$ cat src/rtl/crc_pkg.sv
package crc_pkg;
    localparam int CW   = 8;
    localparam int LENW = 4;

    typedef enum logic [1:0] {
        PH_IDLE,
        PH_DATA,
        PH_CRC,
        PH_FIN
    } phase_t;

    typedef struct packed {
        logic [LENW-1:0] len;
        logic [CW-1:0]   poly;
        logic [CW-1:0]   seed;
    } crc_cfg_t;

    function automatic logic [LENW-1:0] clamp_len(input logic [LENW-1:0] l);
        return (l > LENW'(CW)) ? LENW'(CW) : l;
    endfunction

    function automatic logic [CW-1:0] len_mask(input logic [LENW-1:0] l);
        logic [CW-1:0] m;
        m = '0;
        for (int i = 0; i < CW; i++) begin
            if (i < int'(l)) m[i] = 1'b1;
        end
        return m;
    endfunction

    // One serial update: feedback from the top active bit, shift left, fold in polynomial.
    function automatic logic [CW-1:0] crc_step(input logic [CW-1:0] c, input logic d,
                                               input crc_cfg_t cfg);
        logic [CW-1:0] m;
        logic [CW-1:0] nxt;
        logic          fb;
        m  = len_mask(cfg.len);
        fb = 1'b0;
        for (int i = 0; i < CW; i++) begin
            if (int'(cfg.len) == i + 1) fb = c[i];
        end
        fb  = fb ^ d;
        nxt = (c << 1) & m;
        if (fb) nxt = nxt ^ (cfg.poly & m);
        return nxt;
    endfunction
endpackage

$ cat src/rtl/crc_shift_reg.sv
module crc_shift_reg
    import crc_pkg::*;
(
    input  logic          clk,
    input  logic          rst,
    input  logic          load,
    input  logic          step,
    input  logic          din,
    input  crc_cfg_t      cfg,
    output logic [CW-1:0] crc
);
    always_ff @(posedge clk) begin
        if (rst) begin
            crc <= '0;
        end else if (load) begin
            crc <= cfg.seed & len_mask(cfg.len);
        end else if (step) begin
            crc <= crc_step(crc, din, cfg);
        end
    end
endmodule

$ cat src/rtl/crc_frame_seq.sv
module crc_frame_seq
    import crc_pkg::*;
#(
    parameter int DLW = 5
) (
    input  logic            clk,
    input  logic            rst,
    input  logic            go,
    input  logic            adv,
    input  logic [DLW-1:0]  dlen,
    input  logic [LENW-1:0] clen,
    output phase_t          phase,
    output logic [DLW-1:0]  cnt
);
    localparam logic [DLW-1:0] ONE = DLW'(1);

    always_ff @(posedge clk) begin
        if (rst) begin
            phase <= PH_IDLE;
            cnt   <= '0;
        end else begin
            case (phase)
                PH_IDLE: begin
                    if (go) begin
                        phase <= PH_DATA;
                        cnt   <= '0;
                    end
                end
                PH_DATA: begin
                    if (adv) begin
                        if (cnt == dlen - ONE) begin
                            cnt   <= '0;
                            phase <= (clen == '0) ? PH_FIN : PH_CRC;
                        end else begin
                            cnt <= cnt + ONE;
                        end
                    end
                end
                PH_CRC: begin
                    if (adv) begin
                        if (cnt == DLW'(clen) - ONE) begin
                            cnt   <= '0;
                            phase <= PH_FIN;
                        end else begin
                            cnt <= cnt + ONE;
                        end
                    end
                end
                default: phase <= PH_IDLE;
            endcase
        end
    end
endmodule

$ cat src/rtl/crc_rx_capture.sv
module crc_rx_capture
    import crc_pkg::*;
(
    input  logic          clk,
    input  logic          rst,
    input  logic          clear,
    input  logic          shift,
    input  logic          din,
    output logic [CW-1:0] cap
);
    always_ff @(posedge clk) begin
        if (rst || clear) begin
            cap <= '0;
        end else if (shift) begin
            cap <= {cap[CW-2:0], din};
        end
    end
endmodule

$ cat src/rtl/crc_serial_engine.sv
module crc_serial_engine
    import crc_pkg::*;
#(
    parameter  int DATA_W   = 16,
    parameter  int DATA_MIN = 8,
    localparam int DLW      = $clog2(DATA_W + 1)
) (
    input  logic            clk,
    input  logic            rst,
    input  logic            start,
    input  logic            rx_mode,
    input  logic [DLW-1:0]  data_len,
    input  logic [DATA_W-1:0] tx_word,
    input  logic [LENW-1:0] cfg_len,
    input  logic [CW-1:0]   cfg_poly,
    input  logic [CW-1:0]   cfg_seed,
    output logic            tx_bit,
    output logic            tx_vld,
    input  logic            rx_bit,
    input  logic            rx_vld,
    output logic            done,
    output logic            err,
    output logic [CW-1:0]   crc_out
);
    phase_t            st;
    logic [DLW-1:0]    cnt;
    crc_cfg_t          cfg_q;
    crc_cfg_t          cfg_new;
    crc_cfg_t          cfg_use;
    logic [DLW-1:0]    len_q;
    logic [DLW-1:0]    len_new;
    logic [DATA_W-1:0] word_q;
    logic              mode_q;
    logic [CW-1:0]     crc_q;
    logic [CW-1:0]     cap_q;
    logic              go;
    logic              busy;
    logic              adv;
    logic              din;
    logic [DLW-1:0]    didx;
    logic [LENW-1:0]   cidx;
    logic [DATA_W-1:0] word_sh;
    logic [CW-1:0]     crc_sh;

    assign go   = start && (st == PH_IDLE);
    assign busy = (st == PH_DATA) || (st == PH_CRC);
    assign adv  = busy && (mode_q ? rx_vld : 1'b1);

    always_comb begin
        cfg_new.len  = clamp_len(cfg_len);
        cfg_new.poly = cfg_poly;
        cfg_new.seed = cfg_seed;
        if (data_len < DLW'(DATA_MIN))    len_new = DLW'(DATA_MIN);
        else if (data_len > DLW'(DATA_W)) len_new = DLW'(DATA_W);
        else                              len_new = data_len;
    end

    assign cfg_use = go ? cfg_new : cfg_q;

    always_ff @(posedge clk) begin
        if (rst) begin
            cfg_q  <= '0;
            len_q  <= DLW'(DATA_MIN);
            word_q <= '0;
            mode_q <= 1'b0;
        end else if (go) begin
            cfg_q  <= cfg_new;
            len_q  <= len_new;
            word_q <= tx_word;
            mode_q <= rx_mode;
        end
    end

    // Bit selection by shifting, so index widths need not match the vectors.
    assign didx    = len_q - DLW'(1) - cnt;
    assign cidx    = cfg_q.len - LENW'(1) - LENW'(cnt);
    assign word_sh = word_q >> didx;
    assign crc_sh  = crc_q >> cidx;
    assign din     = mode_q ? rx_bit : word_sh[0];

    crc_frame_seq #(.DLW(DLW)) u_seq (
        .clk   (clk),
        .rst   (rst),
        .go    (go),
        .adv   (adv),
        .dlen  (len_q),
        .clen  (cfg_q.len),
        .phase (st),
        .cnt   (cnt)
    );

    crc_shift_reg u_lfsr (
        .clk  (clk),
        .rst  (rst),
        .load (go),
        .step (adv && (st == PH_DATA)),
        .din  (din),
        .cfg  (cfg_use),
        .crc  (crc_q)
    );

    crc_rx_capture u_cap (
        .clk   (clk),
        .rst   (rst),
        .clear (go),
        .shift (adv && (st == PH_CRC) && mode_q),
        .din   (rx_bit),
        .cap   (cap_q)
    );

    assign tx_vld  = busy && !mode_q;
    assign tx_bit  = tx_vld && ((st == PH_DATA) ? word_sh[0] : crc_sh[0]);
    assign done    = (st == PH_FIN);
    assign err     = done && mode_q && (cfg_q.len != '0) && (cap_q != crc_q);
    assign crc_out = crc_q;
endmodule

$ cat config.mk
export PLATFORM = sky130hd
export DESIGN_NAME = crc_serial_engine
export DESIGN_NICKNAME = d
export VERILOG_FILES = /design/src/rtl/crc_pkg.sv /design/src/rtl/crc_shift_reg.sv /design/src/rtl/crc_frame_seq.sv /design/src/rtl/crc_rx_capture.sv /design/src/rtl/crc_serial_engine.sv
export SDC_FILE = /design/constraint.sdc
export NUM_CORES = 1
export LEC_CHECK = 0
export BUFFER_PORTS_ARGS = -buffer_cell sky130_fd_sc_hd__buf_4
export CORE_MARGIN = 1.5
export CORE_UTILIZATION = 30
export DETAILED_ROUTE_END_ITERATION = 6
export MAX_ROUTING_LAYER = met4
export PLACE_DENSITY = 0.48
export SYNTH_ARGS = -nofsm -noshare
export SYNTH_HDL_FRONTEND = slang
export SYNTH_HIERARCHICAL = 1
export SYNTH_SLANG_ARGS = --single-unit
$ cat constraint.sdc
create_clock -name clk -period 4.4 [get_ports clk]
set_clock_uncertainty 0.15 [all_clocks]
set_input_delay 0 -clock clk [delete_from_list [all_inputs] [get_ports clk]]
set_output_delay 0 -clock clk [all_outputs]
set_load 0.02 [all_outputs]
==> reports/qor.txt <==
Synth area leaders = dfxtp_1, nand2_1, a21oi_1, ha_1, xor2_1
top-area cell type share of the netlist area = 32.4%
Sw Share = 36.4%
CP Launch Type = register
ys flop type = dfxtp_1
f_max = 0.255 GHz
Rel. slew slack = 54.6%
Worst EP required = 4450 ps
filler cell count = 1370
post-layout util = 40.2%
DRC Markers = 0
io pins = 59
Avg Cell Area, Syn = 8.25 sq um
CTS root buf = clkbuf_16
Setup TNS Final = 0 ps
status = finished, violations left
port buffer count = 58
Clock power frac = 32.0%
hold depth = 2
YS warnings = 6
Antenna Nets Post-Route = 0
die extent in x = 119 um
TritonRoute pass-1 iters = 7
worst r2r dst = u_lfsr/crc[1]$_SDFFE_PP0P_
Seq/Total Area, Yosys = 32.4%
total gr overflow = 0
peak supply drop = 0.000169 V
Bufs and invs on worst path = 1
MaxCap Viol Count = 0
Comb pwr share = 36.0%
most numerous cell on the critical path = mux2_2
largest net degree at the start of global routing = 58
Flop pwr share = 32.0%
HPWL Detailed = 7.58 mm
first-pass GRT wire length = 18.1 mm
initial antenna violation count = 0
Max clock buf depth = 2
Design Power = 2290 uW
largest family of logic cells by synthesized area = simple AND/OR/NAND/NOR gates
hold buffers post-CTS = 42
Post-Layout Cell Count = 756
Mapped Area = 4010 sq um
Worst path top cell family by delay = multiplexers
clk slew on worst S/H paths = 60 ps
Crit. End Element = register
final period utilization = 89.2%
initial drt markers = 205
layout cells sized above 1 = 15.5%
Die ar. = 14100 sq um
P per Cell Area = 434 nW/um^2
ys async rst share = 0%
Hold WS = -3.52 ps
slowest stage cell, crit path = fa_1
H-Tree Depth = 3
Largest stage delay, worst path = 590 ps
Mapped Cells = 486
Synth Register Bits = 65
simple logic cell fraction of the synthesized area = 23.4%
core area = 13100 sq um
Crit path arrival time = 3970 ps
mux cell area share after synthesis = 8.95%
Initial Utilization = 30.5%
TritonCTS Buffers = 9
Slew Limit Fails = 0
Crit Path Category = reg2reg
CP cell instances = inv_1 > ha_1 > fa_1 > mux4_1 > mux2i_1 > a21oi_1 > mux2_2 > mux2_2 > and3b_1 > a31oi_2 > and4b_1 > nor4_1
WL final = 10.9 mm
Worst Hold Class = in2reg
complex-gate fraction of the synthesized area = 16.8%
R2R setup slack = 480 ps
failing checks = hold timing
vias in the first global route = 3618
unrepaired setup endpoints after global routing = false
Post-synth EDFFs = 0
Synth area leader = dfxtp_1
via/cell ratio = 4.90
R2R Path Start = u_seq/cnt[0]$_SDFFE_PP0P_
worst hold start = rst
crit path time final = 3920 ps
Placement Rows = 42
CTS tree = done
Net Sw Power = 834 uW
Max Fanout on Critical Path = 15
routed len/inst = 14.4 um
# nets final = 644
adder-cell share of the synthesized area = 7.24%
Antenna Cells = 0
Seq. cell area = 1300 sq um
final setup fails = 0
Vias = 3704
Final Hold Fails = 1
syn nets = 555
Total GRT Usage = 16.6%
Die Y = 119 um
xor/xnor share of the synthesized area = 5.68%
area grow syn2layout = 31.5%
clock sinks = 65
internal power = 1460 uW
RD Place Congestion = 0.817
Clock Latency Late Sink = 330 ps
number of setup buffers added after CTS = 0
Unique masters post-synth = 63
Post-CTS Resized = 0
R2R cell count = 12
dpl cells = 698
area occupied by multi-input gates = 2490 sq um
Leak = 0.00222 uW
Least-Margin Pin Slew = 679 ps
Hold Path End = u_seq/phase[1]$_SDFFE_PP0P_
==> per-layer routing <==
layer	global-route usage (%)	up-vias	share of wire [%]
li1	-	1894	-
met1	20.5	1747	47
met2	27.7	54	48
met3	3.72	9	3.4
met4	4.22	0	1.4
met5	-	-	0
==> flip-flops by register name, summed over array words and instances, names as in the netlist <==
register	cells
cfg_q	20
u_seq/phase	2
u_seq/cnt	5
len_q	5
u_cap/cap	8
mode_q	1
u_lfsr/crc	8
word_q	16
==> cell families (layout without fill, tap and decap cells) <==
kind of cell	after synthesis	after routing
flip-flops	65	65
multiplexers	25	25
buffers and inverters	46	140
AO/OA/AOI/OAI	105	105
AND/OR/NAND/NOR	197	197
adder cells (fa/ha/maj)	22	22
XOR/XNOR	26	26
==> worst register-to-register path: stages, from the launching register on <==
cell and delay (ps):
dfxtp_1 460, inv_1 110, ha_1 240, fa_1 590
mux4_1 320, mux2i_1 150, a21oi_1 50, mux2_2 300
mux2_2 300, and3b_1 190, a31oi_2 550, and4b_1 310
nor4_1 50
==> placed cells by master (no fill, tap or decap), types with 3 or more instances in the layout <==
master / count
nand2_1: 104
xor2_1: 16
mux2_2: 4
buf_4: 61
a31oi_1: 4
nor4_1: 5
a21oi_1: 55
and3b_1: 6
nand3_1: 7
inv_1: 20
a22o_1: 3
or3_1: 3
a21o_1: 7
mux4_1: 4
nor3_1: 9
o31ai_1: 4
mux4_2: 3
nand3b_1: 5
a22oi_1: 5
dfxtp_1: 65
a211o_1: 3
clkbuf_16: 9
ha_1: 20
or4_1: 3
o21ai_0: 5
mux2i_1: 13
nor2b_1: 6
nor2_1: 26
nand2b_1: 6
dlygate4sd3_1: 42
xnor2_1: 10
==> cells in the mapped netlist (6+ instances only) <==
master,n
clkbuf_1,13
xor2_1,16
nand2_1,104
mux2i_1,13
dfxtp_1,65
a21o_1,7
a21oi_1,55
nor2_1,26
xnor2_1,10
inv_1,21
nor2b_1,6
ha_1,20
nand3_1,7
nor3_1,9
and3b_1,6
nand2b_1,6
==> cell type report <==
type / count / share of cell area, %
Multi-Input combinational cell: 375 / 47.2
Sequential cell: 65 / 24.7
Timing Repair Buffer: 103 / 16.7
Clock buffer: 10 / 4.53
Tap cell: 176 / 4.17
Inverter: 21 / 1.49
Clock inverter: 6 / 1.23
==> how the worst max path moves through the flow <==
stage                              startpoint                    endpoint  slack, ps  cells past startpoint
floorplan           u_seq/cnt[0]$_SDFFE_PP0P_  u_lfsr/crc[3]$_SDFFE_PP0P_       1030                     12
global placement    u_seq/cnt[0]$_SDFFE_PP0P_  u_lfsr/crc[1]$_SDFFE_PP0P_        680                     12
detailed placement  u_seq/cnt[0]$_SDFFE_PP0P_  u_lfsr/crc[1]$_SDFFE_PP0P_        470                     12
CTS                 u_seq/cnt[0]$_SDFFE_PP0P_  u_lfsr/crc[1]$_SDFFE_PP0P_        450                     12
global route        u_seq/cnt[0]$_SDFFE_PP0P_  u_lfsr/crc[1]$_SDFFE_PP0P_        180                     12
finish              u_seq/cnt[0]$_SDFFE_PP0P_  u_lfsr/crc[1]$_SDFFE_PP0P_        480                     12
==> power groups by stage <==
| stage | clock, uW | sequential, uW | combinational, uW |
|---|---|---|---|
| floorplan | 0 | 730 | 599 |
| global placement | 0 | 746 | 781 |
| detailed placement | 0 | 747 | 793 |
| CTS | 756 | 734 | 828 |
| global route | 783 | 745 | 924 |
| finish | 733 | 734 | 824 |
==> metrics by stage <==
stage | area [sq um] | worst slack, ps
6_report | 5280 | 476
5_1_grt | 5280 | 178
4_1_cts | 5280 | 452
3_5_place_dp | 4550 | 466
3_3_place_gp | 4550 | 675
2_1_floorplan | 4010 | 1030
No activity file was read; power rests on OpenSTA's default activity.
